[config.mk]
export PLATFORM = sky130hd
export DESIGN_NAME = irqagg_top
export DESIGN_NICKNAME = d
export VERILOG_FILES = /design/src/rtl/irqagg_pkg.sv /design/src/rtl/irqagg_sync.sv /design/src/rtl/irqagg_regif.sv /design/src/rtl/irqagg_core.sv /design/src/rtl/irqagg_top.sv
export SDC_FILE = /design/constraint.sdc
export NUM_CORES = 1
export LEC_CHECK = 0
export CAP_MARGIN = 40
export CORE_MARGIN = 4
export CORE_UTILIZATION = 45
export DETAILED_ROUTE_END_ITERATION = 8
export DONT_BUFFER_PORTS = 1
export PLACE_DENSITY = 0.68
export SLEW_MARGIN = 40
export SYNTH_ARGS = -nofsm -noshare
export SYNTH_HDL_FRONTEND = slang
export SYNTH_HIERARCHICAL = 1
export SYNTH_SLANG_ARGS = --single-unit
[constraint.sdc]
create_clock -name clk -period 1.5 [get_ports clk]
set_clock_uncertainty 0.05 [all_clocks]
set_input_delay 0.075 -clock clk [delete_from_list [all_inputs] [get_ports clk]]
set_output_delay 0.075 -clock clk [all_outputs]
set_load 0.01 [all_outputs]
[src/rtl/irqagg_pkg.sv]
package irqagg_pkg;
  localparam int unsigned OFS_W = 8;
  localparam logic [OFS_W-1:0] OFS_PEND = 8'h16;
  localparam logic [OFS_W-1:0] OFS_RAW  = 8'h18;
  localparam logic [OFS_W-1:0] OFS_ESET = 8'h1A;
  localparam logic [OFS_W-1:0] OFS_ECLR = 8'h1C;

  typedef enum logic [2:0] {
    SEL_NONE,
    SEL_PEND,
    SEL_RAW,
    SEL_ESET,
    SEL_ECLR
  } reg_sel_e;
endpackage

[src/rtl/irqagg_sync.sv]
module irqagg_sync #(
  parameter int unsigned N      = 16,
  parameter int unsigned STAGES = 2
) (
  input  logic         clk,
  input  logic         rst_n,
  input  logic [N-1:0] d_i,
  output logic [N-1:0] q_o
);
  logic [N-1:0] stage_q [STAGES];

  generate
    for (genvar s = 0; s < STAGES; s++) begin : g_stage
      logic [N-1:0] stage_d;
      if (s == 0) begin : g_first
        assign stage_d = d_i;
      end else begin : g_next
        assign stage_d = stage_q[s-1];
      end
      always_ff @(posedge clk or negedge rst_n) begin
        if (!rst_n) stage_q[s] <= '0;
        else        stage_q[s] <= stage_d;
      end
    end
  endgenerate

  assign q_o = stage_q[STAGES-1];
endmodule

[src/rtl/irqagg_regif.sv]
module irqagg_regif
  import irqagg_pkg::*;
#(
  parameter int unsigned N = 16
) (
  input  logic             clk,
  input  logic             rst_n,
  input  logic [OFS_W-1:0] addr_i,
  input  logic             wr_i,
  input  logic             rd_i,
  input  logic [N-1:0]     wr_data_i,
  input  logic [N-1:0]     pend_i,
  input  logic [N-1:0]     raw_i,
  input  logic [N-1:0]     en_i,
  output logic [N-1:0]     pend_clr_o,
  output logic [N-1:0]     en_set_o,
  output logic [N-1:0]     en_clr_o,
  output logic [N-1:0]     rd_data_o
);
  reg_sel_e     sel;
  logic [N-1:0] rd_mux;
  logic [N-1:0] rd_d;
  logic [N-1:0] rd_q;

  always_comb begin
    unique case (addr_i)
      OFS_PEND: sel = SEL_PEND;
      OFS_RAW:  sel = SEL_RAW;
      OFS_ESET: sel = SEL_ESET;
      OFS_ECLR: sel = SEL_ECLR;
      default:  sel = SEL_NONE;
    endcase
  end

  always_comb begin
    pend_clr_o = (wr_i && sel == SEL_PEND) ? wr_data_i : '0;
    en_set_o   = (wr_i && sel == SEL_ESET) ? wr_data_i : '0;
    en_clr_o   = (wr_i && sel == SEL_ECLR) ? wr_data_i : '0;
  end

  always_comb begin
    case (sel)
      SEL_PEND: rd_mux = pend_i;
      SEL_RAW:  rd_mux = raw_i;
      SEL_ESET: rd_mux = en_i;
      default:  rd_mux = '0;
    endcase
    rd_d = rd_i ? rd_mux : '0;
  end

  always_ff @(posedge clk or negedge rst_n) begin
    if (!rst_n) rd_q <= '0;
    else        rd_q <= rd_d;
  end

  assign rd_data_o = rd_q;

  // unmapped offsets read as zero
  a_r10_unmapped_zero: assert property (@(posedge clk) disable iff (!rst_n)
    (rd_i && sel == SEL_NONE) |=> (rd_data_o == '0));

  // idle clocks leave read data at zero
  a_r11_idle_zero: assert property (@(posedge clk) disable iff (!rst_n)
    !rd_i |=> (rd_data_o == '0));
endmodule

[src/rtl/irqagg_core.sv]
module irqagg_core #(
  parameter int unsigned N = 16
) (
  input  logic         clk,
  input  logic         rst_n,
  input  logic [N-1:0] raw_i,
  input  logic [N-1:0] pend_clr_i,
  input  logic [N-1:0] en_set_i,
  input  logic [N-1:0] en_clr_i,
  output logic [N-1:0] pend_o,
  output logic [N-1:0] en_o,
  output logic         irq_o
);
  logic [N-1:0] pend_d, pend_q;
  logic [N-1:0] en_d, en_q;
  logic         pend_ce, en_ce;

  always_comb begin
    pend_ce = (|raw_i) || (|pend_clr_i);
    pend_d  = (pend_q & ~pend_clr_i) | raw_i;
    en_ce   = (|en_set_i) || (|en_clr_i);
    en_d    = (en_q | en_set_i) & ~en_clr_i;
  end

  always_ff @(posedge clk or negedge rst_n) begin
    if (!rst_n)       pend_q <= '0;
    else if (pend_ce) pend_q <= pend_d;
  end

  always_ff @(posedge clk or negedge rst_n) begin
    if (!rst_n)     en_q <= '0;
    else if (en_ce) en_q <= en_d;
  end

  assign pend_o = pend_q;
  assign en_o   = en_q;
  assign irq_o  = |(pend_q & en_q);

  // ones written to the set offset are enabled afterwards
  a_r3_set_enables: assert property (@(posedge clk) disable iff (!rst_n)
    1'b1 |=> ((en_q & $past(en_set_i)) == $past(en_set_i)));

  // ones written to the clear offset are disabled afterwards
  a_r4_clr_disables: assert property (@(posedge clk) disable iff (!rst_n)
    1'b1 |=> ((en_q & $past(en_clr_i)) == '0));

  // a high synchronised line always leaves its pending bit set
  a_r7_set_wins: assert property (@(posedge clk) disable iff (!rst_n)
    1'b1 |=> ((pend_q & $past(raw_i)) == $past(raw_i)));

  // pending bits only drop when software clears them
  a_r2_pend_holds: assert property (@(posedge clk) disable iff (!rst_n)
    1'b1 |=> (($past(pend_q) & ~$past(pend_clr_i) & ~pend_q) == '0));
endmodule

[src/rtl/irqagg_top.sv]
module irqagg_top
  import irqagg_pkg::*;
#(
  parameter int unsigned N_LINES     = 16,
  parameter int unsigned SYNC_STAGES = 2
) (
  input  logic               clk,
  input  logic               rst_n,
  input  logic [N_LINES-1:0] lines_i,
  input  logic [OFS_W-1:0]   addr_i,
  input  logic               wr_i,
  input  logic               rd_i,
  input  logic [N_LINES-1:0] wr_data_i,
  output logic [N_LINES-1:0] rd_data_o,
  output logic               irq_o
);
  logic [N_LINES-1:0] raw;
  logic [N_LINES-1:0] pend;
  logic [N_LINES-1:0] en;
  logic [N_LINES-1:0] pend_clr;
  logic [N_LINES-1:0] en_set;
  logic [N_LINES-1:0] en_clr;

  irqagg_sync #(.N(N_LINES), .STAGES(SYNC_STAGES)) u_sync (
    .clk   (clk),
    .rst_n (rst_n),
    .d_i   (lines_i),
    .q_o   (raw)
  );

  irqagg_regif #(.N(N_LINES)) u_regif (
    .clk        (clk),
    .rst_n      (rst_n),
    .addr_i     (addr_i),
    .wr_i       (wr_i),
    .rd_i       (rd_i),
    .wr_data_i  (wr_data_i),
    .pend_i     (pend),
    .raw_i      (raw),
    .en_i       (en),
    .pend_clr_o (pend_clr),
    .en_set_o   (en_set),
    .en_clr_o   (en_clr),
    .rd_data_o  (rd_data_o)
  );

  irqagg_core #(.N(N_LINES)) u_core (
    .clk        (clk),
    .rst_n      (rst_n),
    .raw_i      (raw),
    .pend_clr_i (pend_clr),
    .en_set_i   (en_set),
    .en_clr_i   (en_clr),
    .pend_o     (pend),
    .en_o       (en),
    .irq_o      (irq_o)
  );

  // no request is possible while nothing is enabled
  a_r8_no_irq_disabled: assert property (@(posedge clk) disable iff (!rst_n)
    (en == '0) |-> !irq_o);
endmodule

# == Word-level counts from Yosys, hierarchy flattened ==
# Cells that the tools add are included.
# totals
register_bits,80
wordCells,36
in_bits,44
# op_classes
bitwise_logic,7
n_reduce_logical,10
eq_ne,8
muxes,6
# ops
cell,n
OR reduction 16 bit,5
2-to-1 mux 16 bit,4
bitwise AND 16 bit,3
case mux 16 bit (3 select lines),1
== test 8 x 5 -> 1 bit (second input constant),4
NOT 16 bit,2
OR 16 bit,2
case mux 3 bit (4 select lines),1
== test 3 x 2 -> 1 bit (second input constant),2
== test 3 x 1 -> 1 bit (second input constant),1
== test 3 bit (second input constant),1
logical AND 1 bit,3
logical OR 1 bit,2

# == Longest topological paths before layout ==
# Gate-level depths: netlist of the first run.
# depth
word_depth,8
mapped_depth,6
ltp_nobuf,5

# == Cells and area by module ==
# Netlist of the first run, hierarchy kept.
# by_module_without_submodules
mod,seq_area_each_um2,area_each_um2,n_inst,cells_per_inst
irqagg_regif,400.4,1435.1,1,171
irqagg_core,800.8,1203.7,1,105
irqagg_sync,800.8,800.8,1,32

# == Worst setup path before layout of the first run ==
# No wires, ideal clock.
# synth_path
path_kind,in2reg
startpoint,in addr_i[5]
endpoint,"reg u_core.pend_q[9], in the netlist u_core/pend_o[9]"
required_ns,1.331
cell_stages,6
setup_slack_ns,0.182
arrival_time_ns,1.150
path_cell_list,nor4_4 and3_2 buf_4 and3_1 inv_1 a21o_2
# synth_via
elab_chain_len,8
# synth_rtl
element,line,rtl
from (decl),irqagg_top.sv:10,"input logic [OFS_W-1:0] addr_i,"
== test 8 x 5 -> 1 bit,irqagg_regif.sv:26,unique case (addr_i)
case mux 3 bit (4 select lines) *,irqagg_regif.sv:26,
== test 3 x 1 -> 1 bit *,irqagg_regif.sv:36,pend_clr_o = (wr_i && sel == SEL_PEND) ? wr_data_i : '0;
logical AND 1 bit *,irqagg_regif.sv:36,
2-to-1 mux 16 bit *,irqagg_regif.sv:36,
net pend_clr[9],irqagg_top.sv:20,logic [N_LINES-1:0] pend_clr;
branches (longest 3 deep; another with OR reduction 16 bit),n/a,
to (signal assigned),irqagg_core.sv:27,else if (pend_ce) pend_q <= pend_d;
to (decl),irqagg_core.sv:14,"logic [N-1:0] pend_d, pend_q;"
# Mark *: on every way through the listed nets, which the timed path passes.
# A chain may end at the register's enable or synchronous reset.

# == Worst setup path after layout of the first run ==
# layout_path
startpoint,"reg u_core.pend_q[14], in the netlist u_core/pend_o[14]"
endpoint,out irq_o
# layout_via
elab_chain_len,2
# layout_rtl
element,line,rtl
bitwise AND 16 bit,irqagg_core.sv:37,assign irq_o = |(pend_q & en_q);
OR reduction 16 bit,irqagg_core.sv:37,
to (decl),irqagg_top.sv:15,output logic irq_o
# No other way between the ends.

==> results of run 1 <==
power groups by stage:
stage          Combinational [mW]  Clock [mW]  Sequential [mW]
3_3_place_gp                0.217           0             2.30
4_1_cts                     0.332        1.54             2.26
3_5_place_dp                0.222           0             2.30
5_1_grt                     0.363        1.64             2.27
6_report                    0.333        1.50             2.26
2_1_floorplan               0.196           0             2.29
stage by stage:
step | worst slack (ns) | area [um2] | std cells | setup TNS, ns | hold WS, ns
2_1_floorplan | 0.182 | 3440 | 308 | 0 | -0.271
3_3_place_gp | 0.125 | 3540 | 395 | 0 | -0.268
3_5_place_dp | 0.0983 | 3540 | 395 | 0 | -0.268
5_1_grt | -0.151 | 4120 | 450 | -0.151 | -0.677
6_report | -0.101 | 4120 | 450 | -0.101 | -0.641
4_1_cts | -0.116 | 4120 | 449 | -0.116 | -0.662
registers in the layout, indices dropped and copies added, names as in the netlist:
| signal | count |
|---|---|
| u_core/en_o | 16 |
| u_core/pend_o | 16 |
| u_regif/rd_data_o | 16 |
| u_sync/g_stage.stage_d | 16 |
| u_sync/q_o | 16 |
cells by family (layout without fill, tap and decap cells):
kind of cell           after synthesis  after routing  share of synthesized area, %
and+or+nand+nor                    121            121                          20.4
muxes                               16             16                          5.24
AOI/OAI and AO/OA                   40             40                          9.79
DFF                                 80             80                          58.2
buffers and inverters               51             94                          6.37
cells in the mapped netlist (all sizes together):
library cell,number,area [um2]
clkbuf,8,30.0
mux2,16,180
nand3,2,20.0
buf,11,68.8
dfrtp,80,2000
a22o,4,35.0
nor4,17,218
nand2b,1,6.26
nor3,16,85.1
nor2,48,180
a221oi,4,60.1
inv,32,120
a22oi,16,120
a21o,16,121
nand2,17,63.8
and3b,1,8.76
and3,17,108
nand4,1,6.26
nor2b,1,6.26
placed cells by master (no fill, tap or decap):
| master | instances |
|---|---|
| a21o_1 | 15 |
| a21o_2 | 1 |
| a221oi_2 | 4 |
| a22o_1 | 4 |
| a22oi_1 | 16 |
| and3_1 | 16 |
| and3_2 | 1 |
| and3b_1 | 1 |
| buf_12 | 3 |
| buf_4 | 10 |
| clkbuf_8 | 11 |
| clkinv_4 | 1 |
| clkinvlp_4 | 3 |
| dfrtp_1 | 80 |
| dlygate4sd3_1 | 33 |
| inv_1 | 32 |
| inv_6 | 1 |
| mux2_2 | 16 |
| nand2_1 | 17 |
| nand2b_1 | 1 |
| nand3_2 | 2 |
| nand4_1 | 1 |
| nor2_1 | 48 |
| nor2b_2 | 1 |
| nor3_1 | 15 |
| nor3_2 | 1 |
| nor4_1 | 2 |
| nor4_2 | 13 |
| nor4_4 | 2 |
routing by layer:
layer  global-route usage [%]  vias up
met5                        0        -
met2                     29.9       64
met1                     24.5     1172
met3                     5.68        9
li1                         -     1113
met4                     5.33        0
final timing paths:
check | to | slack [ns]
setup / recovery | irq_o | -0.10
hold / removal | u_sync/g_stage[1].stage_d[2] | -0.64
setup reg to reg | u_regif/rd_data_o[2] | 0.28
hold reg to reg | u_sync/q_o[3] | 0.29
max in group asynchronous | u_regif/rd_data_o[7] | 1.91
min in group clk | u_regif/rd_data_o[3] | 0.02
timing repair:
action,4_1_cts,5_1_grt
buffers inserted,4,1
endpoints found under the setup margin,1,1
pin swaps,2,1
endpoints found under the hold margin,139,80
area by class of cell:
| cell class | instances | share of cell area (%) |
|---|---|---|
| repair buffers | 46 | 11.3 |
| flip-flops and latches | 80 | 48.5 |
| well taps | 99 | 3.00 |
| clock inverters | 5 | 0.971 |
| inverters | 32 | 2.91 |
| multi-input cells | 177 | 29.6 |
| clock buffers | 11 | 3.67 |
==> impl_metrics.yaml, run 1 <==
clocking:
  ctsHoldBuffers: 34
  ctsResizeCount: 0
  tritoncts: "yes"
  cts-root-buf: "clkbuf_8"
  numCtsBuffers: 9
  clk_pin_slew_worst_paths_ns: 0.08
  clock_path_buffers: 2
  clock_latency_ns: 0.35
  cts_htree_levels: 3
  cts.sinks: 80
sta:
  worst_pin_slew_ns: 0.552
  setup_ws_ns: -0.101
  max_slew_margin_pct: 63.0
  hold_viol: 80
  finalCritPeriodShare_pct: 107
  finalMaxSlewViolations: 0
  fin_crit_ns: 1.60
  setup_viol: 1
  max_freq_mhz: 625
  rsz0062_at_grt: "true"
  holdWs_ns: -0.641
power:
  swShare_pct: 24.5
  pwr-share-comb_pct: 8.1
  p_leak_nw: 1.76
  switchingPower_mw: 1.00
  p_int_mw: 3.09
  finalPower_mw: 4.09
  pwr-share-seq_pct: 55.2
  vdd_drop_max_uv: 693
  pwr-share-clk_pct: 36.7
  p_per_area_mw_per_mm2: 992
flow_run:
  max-cap-violations: 0
critical_path:
  end_kind: "output pin"
  slowest_delay_ns: 0.39
  cp_max_fo: 2
  ff2ff_path_depth: 4
  path_class: "reg -> out"
  r2r-start: "u_core/en_o[2]"
  required_ns: 1.37
  slowest_stage: "dfrtp_1"
  cpLargestDelayFamily: "compound AO/OA/AOI/OAI gates"
  crit_cells: 3
  cp_cell_sequence: "a22o_1, a221oi_2, nand4_1"
  crit_path_start: "u_core/pend_o[14]"
  path_buf_inv: 0
  startpoint_type: "flip-flop"
  arrival_ns: 1.48
finish:
  drive_gt1_share_pct: 19.9
  diodes: 0
  nFillCells: 615
  synthToLayoutAreaGrowth_pct: 19.9
  finalCoreUtilization_pct: 56.3
  finalNetCount: 390
  ff_latch_area_mm2: 0.00200
  multiInputGateArea_mm2: 0.00122
die:
  start_util_pct: 46.9
  dieHeight_um: 95.4
  core_mm2: 0.00733
  dieArea_mm2: 0.00911
  ios: 61
  chipWidth_um: 95.4
  rows: 31
outcome:
  violations: "hold timing, setup timing"
  status: "complete, but fails checks"
grt:
  grt_pass1_wl_mm: 12.8
  grt-ovfl-total: 0
  antenna_found_initial: 0
  grt_start_max_net_pins: 81
  grt_usage_pct: 18.6
  grt_pass1_vias: 2522
synthesis:
  ys_types: 27
  syn_inst: 308
  yosys_warnings: 6
  syn_area_mm2: 0.00344
  syn_nets: 352
  avgSynthCellArea_um2: 11.2
  synth.ff_latch_count: 80
  yosysSeqAreaShare_pct: 58.2
detailed_routing:
  wl_per_cell_um: 17.0
  dr.pass1.iters: 4
  antenna_left: 0
  first_iter_violations: 92
  routed.top_layer: "met4"
  wl_met1_mm: 3.24
  wl_met2_mm: 3.85
  drc: 0
  totalWireLength_mm: 7.67
  num_vias: 2358
  wl_met3_um: 465
  via_per_inst: 5.24
hold_path:
  holdCritPathClass: "in -> async"
placement:
  port_buffers: 0
  place_congestion: 0.770
  hpwlAfterDp_mm: 4.78
(Power assumes the default switching activity.)
==> run 2, diff against run 1 <==
Settings changed: PLACE_DENSITY 0.68 to not set, PLACE_DENSITY_LB_ADDON set to 0.1, RECOVER_POWER set to 25.
==> run 2 against run 1 <==
  * Flip-flop and latch count is the same
  * Highest routed layer unchanged
  * Clock-buffer cell count shrank 2
  * The run still ends with hold timing, setup timing left
  * Wire length grew 3.7%
  * Via count is 1.5% higher
  * Sequential power about the same
  * Total power is 5.0% higher
==> impl_metrics.yaml, run 2 (synthesized netlist as in run 1, its figures left out) <==
outcome:
  status: "complete, but fails checks"
  violations: "hold timing, setup timing"
clocking:
  numCtsBuffers: 9
  clk_pin_slew_worst_paths_ns: 0.08
  cts_htree_levels: 3
  ctsHoldBuffers: 35
  cts.sinks: 80
  cts-root-buf: "clkbuf_8"
  clock_path_buffers: 2
  tritoncts: "yes"
  clock_latency_ns: 0.35
critical_path:
  slowest_delay_ns: 0.40
  end_kind: "output pin"
  arrival_ns: 1.47
  required_ns: 1.37
  path_class: "reg -> out"
  cp_cell_sequence: "a22o_1, a221oi_2, nand4_1"
  startpoint_type: "flip-flop"
  slowest_stage: "dfrtp_1"
  cp_max_fo: 2
finish:
  diodes: 0
  drive_gt1_share_pct: 20.7
  layout_commonest_cell: "dfrtp_1"
  mostFrequentLayoutCells: "dfrtp_1, nor2_1, dlygate4sd3_1, inv_1, nand2_1"
  finalCoreUtilization_pct: 57.7
  finalNetCount: 397
  synthToLayoutAreaGrowth_pct: 22.9
grt:
  grt_pass1_wl_mm: 13.1
  antenna_found_initial: 0
  grt_pass1_vias: 2482
  grt_start_max_net_pins: 81
  grt-ovfl-total: 0
  grt_usage_pct: 19.2
flow_run:
  max-cap-violations: 0
sta:
  setup_viol: 1
  max_freq_mhz: 627
  setup_tns_ns: -0.0939
  setup_ws_ns: -0.0939
  holdWs_ns: -0.638
  finalMaxSlewViolations: 0
  rsz0062_at_grt: "true"
  worst_pin_slew_ns: 0.351
  finalCritPeriodShare_pct: 106
  max_slew_margin_pct: 76.6
  fin_crit_ns: 1.59
  hold_viol: 80
die:
  rows: 31
  dieArea_mm2: 0.00911
  start_util_pct: 46.9
  dieHeight_um: 95.4
  chipWidth_um: 95.4
  core_mm2: 0.00733
  ios: 61
detailed_routing:
  first_iter_violations: 91
  antenna_left: 0
  via_per_inst: 5.25
  num_vias: 2394
  drc: 0
  totalWireLength_mm: 7.95
  wl_per_cell_um: 17.4
  dr.pass1.iters: 4
power:
  p_per_area_mw_per_mm2: 1020
  finalPower_mw: 4.30
  p_leak_nw: 1.82
  vdd_drop_max_uv: 606
placement:
  place_congestion: 0.750
  hpwlAfterDp_mm: 4.46
  port_buffers: 0
hold_path:
  holdCritPathClass: "in -> async"
[run 2: final timing paths]
check / startpoint / endpoint / slack (ns) / depth (start not counted)
max in group asynchronous: rst_n / u_core/pend_o[1] / 1.94 / 0
min: rst_n / u_regif/rd_data_o[4] / -0.64 / 0
max reg2reg: u_core/en_o[11] / u_regif/rd_data_o[11] / 0.30 / 4
min reg2reg: u_sync/g_stage[1].stage_d[0] / u_sync/q_o[0] / 0.30 / 0
max: u_core/en_o[11] / irq_o / -0.09 / 3
min in group clk: addr_i[1] / u_regif/rd_data_o[13] / 0.03 / 3
[run 2: timing repair]
action / in CTS / in global routing
buffers inserted: 3 / 7
setup endpoints to repair: 1 / 2
pin swaps: 1 / 3
gates cloned: 0 / 1
resized for setup: 0 / 2
endpoints found under the hold margin: 139 / 80
[run 2: report_power, final]
part	total, mW	internal, mW	switching (mW)
clock	1.70	0.921	0.779
combinational	0.340	0.172	0.167
sequential	2.26	2.22	0.0379
[run 2: metrics by stage]
| step | worst slack [ns] | instances | instance area [um2] |
|---|---|---|---|
| 2_1_floorplan | 0.182 | 308 | 3440 |
| 3_3_place_gp | 0.150 | 395 | 3540 |
| 3_5_place_dp | 0.118 | 395 | 3540 |
| 4_1_cts | -0.112 | 448 | 4130 |
| 5_1_grt | -0.139 | 456 | 4230 |
| 6_report | -0.0939 | 456 | 4230 |
[run 2: final cells by class]
| class | instances | area (um2) |
|---|---|---|
| well taps | 99 | 124 |
| repair buffers | 53 | 538 |
| clock buffers | 9 | 124 |
| flip-flops and latches | 80 | 2000 |
| inverters | 32 | 120 |
| fillers | 607 | 3100 |
| clock inverters | 6 | 85.1 |
| multi-input cells | 177 | 1230 |
[run 2: critical path: cells and delay by family, from the launching register on]
kind            cells  cell delay [ns]
compound gates      2             0.50
flops               1             0.40
simple gates        1             0.23
[run 2: metal layers]
layer  up-vias  track usage [%]  share of wire, %
met1      1193             25.7                43
met4         0             7.11               1.3
met2        60             29.9                50
met5         -                0                 0
met3         8             5.21               5.6
li1       1133                -                 -
